--- config.mk ---
export PLATFORM = sky130hd
export DESIGN_NAME = irq_thr_ctrl
export DESIGN_NICKNAME = d
export VERILOG_FILES = /design/src/rtl/irq_thr_pkg.sv /design/src/rtl/thr_compare.sv /design/src/rtl/irq_cell.sv /design/src/rtl/irq_reg_port.sv /design/src/rtl/irq_thr_ctrl.sv
export SDC_FILE = /design/constraint.sdc
export NUM_CORES = 1
export LEC_CHECK = 0
export BUFFER_PORTS_ARGS = -buffer_cell sky130_fd_sc_hd__buf_2
export CAP_MARGIN = 20
export CELL_PAD_IN_SITES_DETAIL_PLACEMENT = 0
export CELL_PAD_IN_SITES_GLOBAL_PLACEMENT = 1
export CORE_ASPECT_RATIO = 0.8
export CORE_MARGIN = 2
export CORE_UTILIZATION = 25
export DETAILED_ROUTE_END_ITERATION = 8
export GPL_TIMING_DRIVEN = 0
export PLACE_DENSITY_LB_ADDON = 0.1
export SLEW_MARGIN = 20
export SYNTH_ARGS = -nofsm -noshare
export SYNTH_HDL_FRONTEND = slang
export SYNTH_SLANG_ARGS = --single-unit
--- constraint.sdc ---
create_clock -name clk -period 1.75 [get_ports clk]
set_input_delay 0.35 -clock clk [delete_from_list [all_inputs] [get_ports clk]]
set_output_delay 0.35 -clock clk [all_outputs]
set_load 0.005 [all_outputs]
--- src/rtl/irq_thr_pkg.sv ---
package irq_thr_pkg;

   localparam int IRQ_N          = 15;
   localparam int IRQ_FMT_THR    = 0;
   localparam int IRQ_RX_THR     = 1;
   localparam int IRQ_TX_STRETCH = 10;
   localparam int IRQ_ACQ_FULL   = 12;

   localparam int FMT_CODE_W = 2;
   localparam int RX_CODE_W  = 3;
   localparam int LIMIT_W    = 8;

   localparam int REG_STATE  = 0;
   localparam int REG_ENABLE = 1;
   localparam int REG_TEST   = 2;
   localparam int REG_LEVEL  = 3;

   // bit positions of the codes inside the level-select word
   localparam int RX_CODE_LSB  = 0;
   localparam int FMT_CODE_LSB = 4;
   localparam int LEVEL_REG_W  = FMT_CODE_LSB + FMT_CODE_W;

   typedef enum logic {CELL_STICKY, CELL_FOLLOW} cell_kind_e;

   typedef struct packed {
      logic [FMT_CODE_W-1:0] fmt_code;
      logic [RX_CODE_W-1:0]  rx_code;
   } lvl_cfg_t;

   function automatic logic [LIMIT_W-1:0] fmt_code_limit(input logic [FMT_CODE_W-1:0] code);
      case (code)
         2'd0:    return 8'd1;
         2'd1:    return 8'd4;
         2'd2:    return 8'd8;
         default: return 8'd16;
      endcase
   endfunction

   function automatic logic [LIMIT_W-1:0] rx_code_limit(input logic [RX_CODE_W-1:0] code);
      case (code)
         3'd0:    return 8'd1;
         3'd1:    return 8'd4;
         3'd2:    return 8'd8;
         3'd3:    return 8'd16;
         default: return 8'd30;   // code 4 and the reserved codes
      endcase
   endfunction

   function automatic bit is_status_bit(input int idx);
      return (idx == IRQ_TX_STRETCH) || (idx == IRQ_ACQ_FULL);
   endfunction

endpackage

--- src/rtl/thr_compare.sv ---
module thr_compare
   import irq_thr_pkg::*;
#(
   parameter int DEPTH_W = 7,
   parameter int CODE_W  = 2,
   parameter bit ABOVE   = 1'b0
) (
   input  logic               clk,
   input  logic               rst_n,
   input  logic [DEPTH_W-1:0] depth,
   input  logic [CODE_W-1:0]  code,
   output logic               set_pulse
);

   localparam int CMP_W = (DEPTH_W > LIMIT_W) ? DEPTH_W : LIMIT_W;

   logic [LIMIT_W-1:0] limit;
   logic               cond;
   logic               cond_q;

   generate
      if (ABOVE) begin : g_above
         if (CODE_W != RX_CODE_W) begin : g_bad_w
            $error("thr_compare: receive variant needs a 3-bit code");
         end
         assign limit = rx_code_limit(code);
         assign cond  = CMP_W'(depth) > CMP_W'(limit);
      end else begin : g_below
         if (CODE_W != FMT_CODE_W) begin : g_bad_w
            $error("thr_compare: format variant needs a 2-bit code");
         end
         assign limit = fmt_code_limit(code);
         assign cond  = CMP_W'(depth) < CMP_W'(limit);
      end
   endgenerate

   always_ff @(posedge clk or negedge rst_n) begin
      if (!rst_n) cond_q <= 1'b0;
      else        cond_q <= cond;
   end

   assign set_pulse = cond & ~cond_q;

   // a set pulse is a single cycle wide; a persisting condition cannot re-arm
   assert_edge_once_R5: assert property (@(posedge clk) disable iff (!rst_n)
      set_pulse |=> !set_pulse);

endmodule

--- src/rtl/irq_cell.sv ---
module irq_cell
   import irq_thr_pkg::*;
#(
   parameter cell_kind_e KIND = CELL_STICKY
) (
   input  logic clk,
   input  logic rst_n,
   input  logic hw_set,
   input  logic sw_clr,
   input  logic sw_force,
   output logic state
);

   logic state_q;

   generate
      if (KIND == CELL_STICKY) begin : g_sticky
         always_ff @(posedge clk or negedge rst_n) begin
            if (!rst_n) state_q <= 1'b0;
            else        state_q <= (state_q & ~sw_clr) | hw_set | sw_force;
         end

         // a set bit survives every cycle without a clear
         assert_sticky_hold_R6: assert property (@(posedge clk) disable iff (!rst_n)
            (state_q && !sw_clr) |=> state_q);
         // a hardware set is never lost, even to a same-cycle clear
         assert_set_wins_R7: assert property (@(posedge clk) disable iff (!rst_n)
            hw_set |=> state_q);
      end else begin : g_follow
         logic unused_clr;
         assign unused_clr = sw_clr;

         always_ff @(posedge clk or negedge rst_n) begin
            if (!rst_n) state_q <= 1'b0;
            else        state_q <= hw_set | sw_force;
         end

         // a status bit drops once its source and the force are both low
         assert_follow_drop_R8: assert property (@(posedge clk) disable iff (!rst_n)
            (!hw_set && !sw_force) |=> !state_q);
         assert_follow_rise_R8: assert property (@(posedge clk) disable iff (!rst_n)
            hw_set |=> state_q);
      end
   endgenerate

   assign state = state_q;

endmodule

--- src/rtl/irq_reg_port.sv ---
module irq_reg_port
   import irq_thr_pkg::*;
#(
   parameter int ADDR_W = 3,
   parameter int DATA_W = 32
) (
   input  logic              clk,
   input  logic              rst_n,
   input  logic              we,
   input  logic [ADDR_W-1:0] addr,
   input  logic [DATA_W-1:0] wdata,
   input  logic [IRQ_N-1:0]  state,
   output logic [DATA_W-1:0] rdata,
   output logic [IRQ_N-1:0]  clr_vec,
   output logic [IRQ_N-1:0]  force_vec,
   output logic [IRQ_N-1:0]  enable,
   output lvl_cfg_t          lvl_cfg
);

   generate
      if (DATA_W < IRQ_N || DATA_W < LEVEL_REG_W) begin : g_bad_data
         $error("irq_reg_port: data word too narrow");
      end
      if ((1 << ADDR_W) <= REG_LEVEL) begin : g_bad_addr
         $error("irq_reg_port: address too narrow");
      end
   endgenerate

   logic hit_state, hit_enable, hit_test, hit_level;
   logic [IRQ_N-1:0] enable_q;
   lvl_cfg_t         lvl_q;
   logic             unused_wdata;

   assign hit_state  = (addr == ADDR_W'(REG_STATE));
   assign hit_enable = (addr == ADDR_W'(REG_ENABLE));
   assign hit_test   = (addr == ADDR_W'(REG_TEST));
   assign hit_level  = (addr == ADDR_W'(REG_LEVEL));

   assign unused_wdata = ^wdata;

   always_ff @(posedge clk or negedge rst_n) begin
      if (!rst_n) begin
         enable_q <= '0;
         lvl_q    <= '0;
      end else if (we) begin
         if (hit_enable) enable_q <= wdata[IRQ_N-1:0];
         if (hit_level) begin
            lvl_q.rx_code  <= wdata[RX_CODE_LSB +: RX_CODE_W];
            lvl_q.fmt_code <= wdata[FMT_CODE_LSB +: FMT_CODE_W];
         end
      end
   end

   assign clr_vec   = (we && hit_state) ? wdata[IRQ_N-1:0] : '0;
   assign force_vec = (we && hit_test)  ? wdata[IRQ_N-1:0] : '0;
   assign enable    = enable_q;
   assign lvl_cfg   = lvl_q;

   always_comb begin
      rdata = '0;
      if (hit_state)  rdata[IRQ_N-1:0] = state;
      if (hit_enable) rdata[IRQ_N-1:0] = enable_q;
      if (hit_level) begin
         rdata[RX_CODE_LSB +: RX_CODE_W]   = lvl_q.rx_code;
         rdata[FMT_CODE_LSB +: FMT_CODE_W] = lvl_q.fmt_code;
      end
   end

   // the test address never returns data
   assert_test_reads_zero_R9: assert property (@(posedge clk) disable iff (!rst_n)
      hit_test |-> (rdata == '0));

endmodule

--- src/rtl/irq_thr_ctrl.sv ---
module irq_thr_ctrl
   import irq_thr_pkg::*;
#(
   parameter int ADDR_W  = 3,
   parameter int DATA_W  = 32,
   parameter int DEPTH_W = 7
) (
   input  logic               clk,
   input  logic               rst_n,
   input  logic               csr_we,
   input  logic [ADDR_W-1:0]  csr_addr,
   input  logic [DATA_W-1:0]  csr_wdata,
   output logic [DATA_W-1:0]  csr_rdata,
   input  logic [DEPTH_W-1:0] fmt_level,
   input  logic [DEPTH_W-1:0] rx_level,
   input  logic [IRQ_N-1:0]   event_pulse,
   input  logic               stretch_active,
   input  logic               acq_at_full,
   output logic [IRQ_N-1:0]   irq
);

   generate
      if (DEPTH_W < 5) begin : g_bad_depth
         $error("irq_thr_ctrl: fill level must reach beyond 30");
      end
   endgenerate

   logic [IRQ_N-1:0] state;
   logic [IRQ_N-1:0] clr_vec;
   logic [IRQ_N-1:0] force_vec;
   logic [IRQ_N-1:0] enable;
   logic [IRQ_N-1:0] hw_set;
   lvl_cfg_t         lvl_cfg;
   logic             fmt_set;
   logic             rx_set;
   logic             unused_evt;

   irq_reg_port #(.ADDR_W(ADDR_W), .DATA_W(DATA_W)) u_port (
      .clk       (clk),
      .rst_n     (rst_n),
      .we        (csr_we),
      .addr      (csr_addr),
      .wdata     (csr_wdata),
      .state     (state),
      .rdata     (csr_rdata),
      .clr_vec   (clr_vec),
      .force_vec (force_vec),
      .enable    (enable),
      .lvl_cfg   (lvl_cfg)
   );

   thr_compare #(.DEPTH_W(DEPTH_W), .CODE_W(FMT_CODE_W), .ABOVE(1'b0)) u_fmt_cmp (
      .clk       (clk),
      .rst_n     (rst_n),
      .depth     (fmt_level),
      .code      (lvl_cfg.fmt_code),
      .set_pulse (fmt_set)
   );

   thr_compare #(.DEPTH_W(DEPTH_W), .CODE_W(RX_CODE_W), .ABOVE(1'b1)) u_rx_cmp (
      .clk       (clk),
      .rst_n     (rst_n),
      .depth     (rx_level),
      .code      (lvl_cfg.rx_code),
      .set_pulse (rx_set)
   );

   // event_pulse positions owned by comparators or status inputs are dropped
   assign unused_evt = event_pulse[IRQ_FMT_THR] ^ event_pulse[IRQ_RX_THR]
                     ^ event_pulse[IRQ_TX_STRETCH] ^ event_pulse[IRQ_ACQ_FULL];

   generate
      for (genvar i = 0; i < IRQ_N; i++) begin : g_bit
         if (i == IRQ_FMT_THR) begin : g_src
            assign hw_set[i] = fmt_set;
         end else if (i == IRQ_RX_THR) begin : g_src
            assign hw_set[i] = rx_set;
         end else if (i == IRQ_TX_STRETCH) begin : g_src
            assign hw_set[i] = stretch_active;
         end else if (i == IRQ_ACQ_FULL) begin : g_src
            assign hw_set[i] = acq_at_full;
         end else begin : g_src
            assign hw_set[i] = event_pulse[i];
         end

         irq_cell #(.KIND(is_status_bit(i) ? CELL_FOLLOW : CELL_STICKY)) u_cell (
            .clk      (clk),
            .rst_n    (rst_n),
            .hw_set   (hw_set[i]),
            .sw_clr   (clr_vec[i]),
            .sw_force (force_vec[i]),
            .state    (state[i])
         );
      end
   endgenerate

   assign irq = state & enable;

   // bits written 0 into the enable register are silent on the next cycle
   assert_enable_gate_R10: assert property (@(posedge clk) disable iff (!rst_n)
      (csr_we && csr_addr == ADDR_W'(REG_ENABLE))
         |=> ((irq & ~$past(csr_wdata[IRQ_N-1:0])) == '0));

endmodule

==> run_results.csv, run 1 <==
group,metric,value,unit
detailed_routing,wire_per_inst,13.5,um
place,gp_congestion,0.712,
timing,hold_viol_final,0,
detailed_routing,routed_wl,5.70,mm
power_and_ir_drop,peakVddDrop,254,uV
power_and_ir_drop,finalPower,0.00241,W
power_and_ir_drop,swShare,30.1,%
logic_synthesis,synth_edf_count,0,
timing,rsz0062_at_grt,"no",
detailed_routing,viasPerCell,4.30,
setup_path,critPathBufInv,3,
setup_path,r2r_end,"g_bit[0].u_cell.state$_DFF_PN0_",
timing,slew_viol_final,0,
place,dp.cells,414,
setup_path,rr_startpoint,"u_port.lvl_cfg[3]$_DFFE_PN0P_",
power_and_ir_drop,seqPwrFrac,45.0,%
timing,worst_pin_slew,0.859,ns
logic_synthesis,yosysWarnings,0,
setup_path,crit_type,"in -> out",
setup_path,worst-r2r-cell-count,6,
logic_synthesis,syn_inst,209,
cts,tritoncts,"built",
floorplan,fp.coreArea,0.00852,mm2
detailed_routing,drt_iter0_drc,45,
place,place_worst_setup_slack,-0.293,ns
grt,grt_usage,12.4,%
logic_synthesis,ys_ff_latch,37,
floorplan,die_y,87.9,um
setup_path,worstSetupStartpointType,"input pin",
cts,clk_path_buf_depth,2,
cells_and_area,syn_to_final_growth,33.5,%
cts,clkSinkCount,37,
logic_synthesis,avgSynthCellArea,10.5,um2
cts,cts-root-buf,"clkbuf_8",
floorplan,rows,30,
place,io_buffer_count,77,
detailed_routing,num_vias,1821,
timing,tns,0,ns
logic_synthesis,ys.flop_type,"dfrtp_1",
cts,ctsHtreeMaxLevel,2,
power_and_ir_drop,power_per_cell_area,819,mW/mm2
floorplan,start_util,25.8,%
place,dp_hpwl,4.34,mm
cells_and_area,diodes,0,
timing,setup_viol,0,
timing,post-route-min-period,1.66,ns
setup_path,critPathArrivalTime,1.31,ns
setup_path,crit_fanout,10,
cts,clk_pin_slew,0.08,ns
timing,max_slew_margin,42.7,%
detailed_routing,route.detailed.drc,0,
cts,insertion_delay,0.28,ns
power_and_ir_drop,power_frac_comb,31.0,%
floorplan,die_area,0.00957,mm2
flow_run,drv_cap,0,
grt,grt_pass1_vias,1759,
power_and_ir_drop,leakage,1.43,nW
grt,gr-total-overflow,0,
floorplan,ioPinCount,116,
cts,cts-buffers-inserted,5,
timing,skew,0.000659,ns
timing,max_freq,602,MHz
grt,grt_pass1_wl,8.92,mm
logic_synthesis,async_reset_ff_share,100,%
timing,post-route-period-util,94.9,%
timing,finalWorstSetupSlack,0.0900,ns
grt,grt_max_degree,38,
grt,antenna_found_initial,0,
setup_path,critPathSlowestCell,"mux2i_1",
logic_synthesis,syn_area,0.00220,mm2
power_and_ir_drop,p_int,0.00168,W
setup_path,cp_slowest_stage_delay,0.24,ns
cells_and_area,fin_util,34.5,%
logic_synthesis,ys_seq_area_share,42.1,%
detailed_routing,drtAntennaViolNets,0,
cts,ctsHoldBuffers,0,
power_and_ir_drop,p_sw,0.000724,W
run_status,outcome,"complete, no violations",
cells_and_area,fin_cells,423,
floorplan,die_w,109,um
power_and_ir_drop,clkPwrFrac,24.0,%
setup_path,critPathCaptureType,"primary output",
logic_synthesis,synthDistinctLibCells,34,
detailed_routing,dr.pass1.iters,4,
setup_path,r2r_slack,0.13,ns
setup_path,crit_family,"buffers and inverters",
cells_and_area,drive_gt1_share,46.0,%
setup_path,path_cells,"buf_2, buf_8, mux2i_1, nor2_1, a31oi_1, nor2_1, buf_2",
setup_path,crit_required,1.40,ns
cells_and_area,fillers,933,
worst_hold_path,min_path_type,"in -> async",
cells_and_area,fin_nets,387,
[timing repair]
item,CTS,global route
endpoints found under the setup margin,15,5
pin swaps,0,2
setup buffers,0,2
endpoints found under the hold margin,0,0
gates resized for setup,6,13
[cells in the mapped netlist, drive strengths merged (3+ instances only)]
cell type | n | share of area [%]
dfrtp | 37 | 42
buf | 22 | 7.5
mux2 | 22 | 11
nor2 | 21 | 3.9
and2 | 16 | 4.6
nand2 | 14 | 2.4
mux2i | 13 | 5.9
a221o | 12 | 5.5
ha | 8 | 4.6
a21oi | 5 | 1.1
inv | 5 | 0.85
a31oi | 4 | 1.1
nand3 | 4 | 0.91
a21o | 3 | 1.0
[final cells by class]
type                    instances  area, um2  area share (%)
multi-input cells             159       1170            40.0
flip-flops and latches         37        928            31.6
repair buffers                 79        400            13.6
plain buffers                  23        191            6.52
well taps                     112        140            4.77
clock buffers                   6       72.6            2.47
inverters                       5       18.8           0.639
clock inverters                 2       10.0           0.341
[power groups by stage]
stage / logic (W) / clock network, W / registers, W
detailed placement: 0.000700 / 0 / 0.00110
global placement: 0.000696 / 0 / 0.00110
floorplan: 0.000445 / 0 / 0.00107
global route: 0.000840 / 0.000682 / 0.00111
finish: 0.000745 / 0.000579 / 0.00108
CTS: 0.000706 / 0.000611 / 0.00108
[layout by cell type, fill, tap and decap left out, types with 2 or more instances in the layout]
cell type   n
nor2_1     20
inv_1       4
a21o_1      3
conb_1     17
buf_2      77
mux2i_1    13
a221o_1    12
dfrtp_2     2
ha_1        8
dfrtp_1    35
clkinv_2    2
buf_4      21
nand2b_1    2
buf_6       3
and2_1     16
nand3_1     3
nand2_1    14
clkbuf_8    5
mux2_2     22
a21oi_1     5
a31oi_1     4
[cell families (layout without fill, tap and decap cells)]
group	after synthesis	in the layout	synth area share [%]
buf+inv	29	115	8.65
other cells	1	17	0.170
fa+ha+maj	8	8	4.55
simple gates	68	68	16.4
compound gates	31	31	11.0
mux	35	35	17.2
flops	37	37	42.1
[through the flow]
| step | hold WS (ns) | area [um2] |
|---|---|---|
| finish | 0.170 | 2940 |
| detailed placement | 0.517 | 2790 |
| global placement | 0.508 | 2790 |
| floorplan | 0.0544 | 2260 |
| CTS | 0.195 | 2880 |
| global route | 0.211 | 2940 |
[worst max-delay path by stage]
| stage | from | endpoint | slack, ns | depth (start not counted) |
|---|---|---|---|---|
| 6_report | csr_addr[0] | csr_rdata[1] | 0.09 | 7 |
| 3_3_place_gp | csr_addr[0] | csr_rdata[7] | -0.29 | 6 |
| 2_1_floorplan | u_port.lvl_cfg[0]$_DFFE_PN0P_ | u_rx_cmp.cond_q$_DFF_PN0_ | 0.20 | 7 |
| 5_1_grt | csr_addr[0] | csr_rdata[1] | 0.002 | 7 |
| 3_5_place_dp | csr_addr[0] | csr_rdata[7] | -0.29 | 6 |
| 4_1_cts | csr_addr[1] | csr_rdata[4] | 0.02 | 6 |
[metal layers]
metal	routed length [um]	GRT usage, %	vias up
met1	2700	17.0	856
li1	-	-	913
met3	303	2.68	4
met5	0	0	-
met2	2650	20.0	48
met4	39	3.15	0
[flip-flops by register name, indices dropped and copies added, names as in the netlist]
register,flops
u_fmt_cmp.cond_q,1
u_rx_cmp.cond_q,1
u_port.lvl_cfg,5
u_port.enable,15
g_bit.u_cell.state,15
Note: power is estimated with default switching activity, not from simulation.
==> inputs of run 2 (changes only) <==
--- a/config.mk
+++ b/config.mk
@@ -11,7 +11,7 @@
 export CELL_PAD_IN_SITES_GLOBAL_PLACEMENT = 1
 export CORE_ASPECT_RATIO = 0.8
 export CORE_MARGIN = 2
-export CORE_UTILIZATION = 25
+export CORE_UTILIZATION = 33
 export DETAILED_ROUTE_END_ITERATION = 8
 export GPL_TIMING_DRIVEN = 0
 export PLACE_DENSITY_LB_ADDON = 0.1
==> run_results.csv, run 2 (synthesis results as in run 1) <==
group,metric,value,unit
cts,cts-buffers-inserted,5,
grt,grt_pass1_wl,8.49,mm
detailed_routing,wire_per_inst,13.6,um
floorplan,die_w,95.3,um
setup_path,crit_fanout,6,
timing,post-route-min-period,1.67,ns
grt,gr-total-overflow,0,
timing,slew_viol_final,0,
floorplan,start_util,34.3,%
cells_and_area,final_common_cell,"buf_2",
power_and_ir_drop,seqPwrFrac,45.6,%
grt,grt_use_met1,21.9,%
setup_path,r2r_slack,0.08,ns
timing,setup_viol,0,
cells_and_area,drive_gt1_share,45.1,%
cts,cts_setup_buffers,0,
power_and_ir_drop,swShare,29.2,%
detailed_routing,drtAntennaViolNets,0,
worst_hold_path,min_path_type,"in -> async",
timing,skew,0.000331,ns
detailed_routing,route.detailed.drc,0,
setup_path,crit_type,"reg -> reg",
setup_path,critPathCaptureType,"flip-flop",
setup_path,critPathSlowestCell,"dfrtp_2",
cts,ctsHtreeMaxLevel,2,
cells_and_area,diodes,0,
timing,max_freq,597,MHz
setup_path,worstSetupStartpointType,"flip-flop",
power_and_ir_drop,clkPwrFrac,25.0,%
power_and_ir_drop,p_int,0.00169,W
cells_and_area,syn_to_final_growth,30.7,%
place,gp_congestion,0.755,
power_and_ir_drop,leakage,1.41,nW
power_and_ir_drop,peakVddDrop,281,uV
grt,grt_pass1_vias,1674,
detailed_routing,routed_wl,5.34,mm
timing,hold_viol_final,0,
setup_path,cp_slowest_stage_delay,0.44,ns
run_status,outcome,"complete, no violations",
timing,max_slew_margin,44.4,%
setup_path,crit_family,"compound AO/OA/AOI/OAI gates",
grt,gr-usage-met2,22.6,%
power_and_ir_drop,power_per_cell_area,830,mW/mm2
detailed_routing,viasPerCell,4.73,
grt,grt_max_degree,38,
cts,clk_pin_slew,0.07,ns
floorplan,rows,26,
grt,antenna_found_initial,0,
power_and_ir_drop,power_frac_comb,29.4,%
setup_path,path_cells,"a21oi_2, ha_1, and3_1, o21ai_0, nand3_1, a211o_1",
cts,clkSinkCount,37,
cells_and_area,final_cell_mix,"77 x buf_2, 34 x dfrtp_1, 22 x mux2_2",
timing,post-route-period-util,95.7,%
power_and_ir_drop,p_sw,0.000696,W
detailed_routing,num_vias,1855,
cts,insertion_delay,0.28,ns
cts,tritoncts,"built",
power_and_ir_drop,finalPower,0.00239,W
setup_path,critPathBufInv,0,
floorplan,die_area,0.00734,mm2
floorplan,fp.coreArea,0.00641,mm2
detailed_routing,dr.pass1.iters,4,
place,io_buffer_count,77,
setup_path,crit_required,1.93,ns
grt,grt_usage,15.1,%
floorplan,die_y,77.0,um
cts,clk_path_buf_depth,2,
setup_path,rr_startpoint,"u_port.lvl_cfg[1]$_DFFE_PN0P_",
grt,grt-busiest-layer,"met2",
cells_and_area,fin_cells,392,
flow_run,drv_cap,0,
cells_and_area,fin_util,44.9,%
place,dp_hpwl,3.93,mm
detailed_routing,drt_iter0_drc,71,
timing,worst_pin_slew,0.835,ns
grt,use_met3,3.54,%
setup_path,r2r_end,"u_rx_cmp.cond_q$_DFF_PN0_",
setup_path,critPathArrivalTime,1.85,ns
place,dp.cells,386,
cells_and_area,fin_nets,385,
setup_path,worst-r2r-cell-count,6,
cts,cts-root-buf,"clkbuf_8",
floorplan,ioPinCount,116,
## run 2: cell types whose count changed in the layout (fill, tap and decap cells not counted), sizes merged
cell,before,now
clkinv,2,0
buf,102,100
clkbuf,6,7
## run 2: stage by stage
| step | cell area (um2) | hold slack, ns | setup TNS, ns | worst slack, ns |
|---|---|---|---|---|
| final | 2880 | 0.161 | 0 | 0.0752 |
| after floorplan | 2260 | 0.0544 | 0 | 0.202 |
| after global placement | 2750 | 0.508 | -3.27 | -0.239 |
| after detailed placement | 2750 | 0.509 | -3.64 | -0.239 |
| after CTS | 2850 | 0.206 | 0 | 0.0177 |
| after global routing | 2880 | 0.226 | -0.000154 | -0.000154 |
## run 2: routing by layer
layer  wire [um]  vias to the layer above
met5           0                        -
met4          50                        0
met3         376                        8
met2        2330                       61
met1        2580                      875
li1            -                      911
## run 2: layout make-up
class	instances	area [um2]
clock buffer	7	86.3
multi-input combinational	159	1160
tap	84	105
timing repair buffer	77	385
buffer	23	191
inverter	5	18.8
fill	650	3530
sequential	37	930
## run 2: what timing repair did
item	4_1_cts	5_1_grt
setup endpoints to repair	15	10
pin swaps	0	1
resized for setup	5	12
hold buffers	0	0
## run 2: how the worst max path moves through the flow
stage | cells after the start | slack (ns) | from | end
2_1_floorplan | 7 | 0.20 | u_port.lvl_cfg[0]$_DFFE_PN0P_ | u_rx_cmp.cond_q$_DFF_PN0_
6_report | 6 | 0.08 | u_port.lvl_cfg[1]$_DFFE_PN0P_ | u_rx_cmp.cond_q$_DFF_PN0_
4_1_cts | 7 | 0.02 | csr_addr[0] | csr_rdata[2]
5_1_grt | 6 | -0.0002 | csr_addr[1] | csr_rdata[5]
3_3_place_gp | 6 | -0.24 | csr_addr[0] | csr_rdata[11]
3_5_place_dp | 6 | -0.24 | csr_addr[0] | csr_rdata[9]
## run 2: power groups by stage
stage / clock [W] / combinational [W] / sequential (W)
3_5_place_dp: 0 / 0.000692 / 0.00110
4_1_cts: 0.000621 / 0.000699 / 0.00108
5_1_grt: 0.000663 / 0.000796 / 0.00111
6_report: 0.000597 / 0.000701 / 0.00109
3_3_place_gp: 0 / 0.000684 / 0.00110
2_1_floorplan: 0 / 0.000445 / 0.00107
## run 2: worst register-to-register path, delay by kind of cell, from the launching register on
family | cells | cell delay, ns
compound gates | 3 | 0.50
flops | 1 | 0.44
fa+ha+maj | 1 | 0.26
simple gates | 2 | 0.36
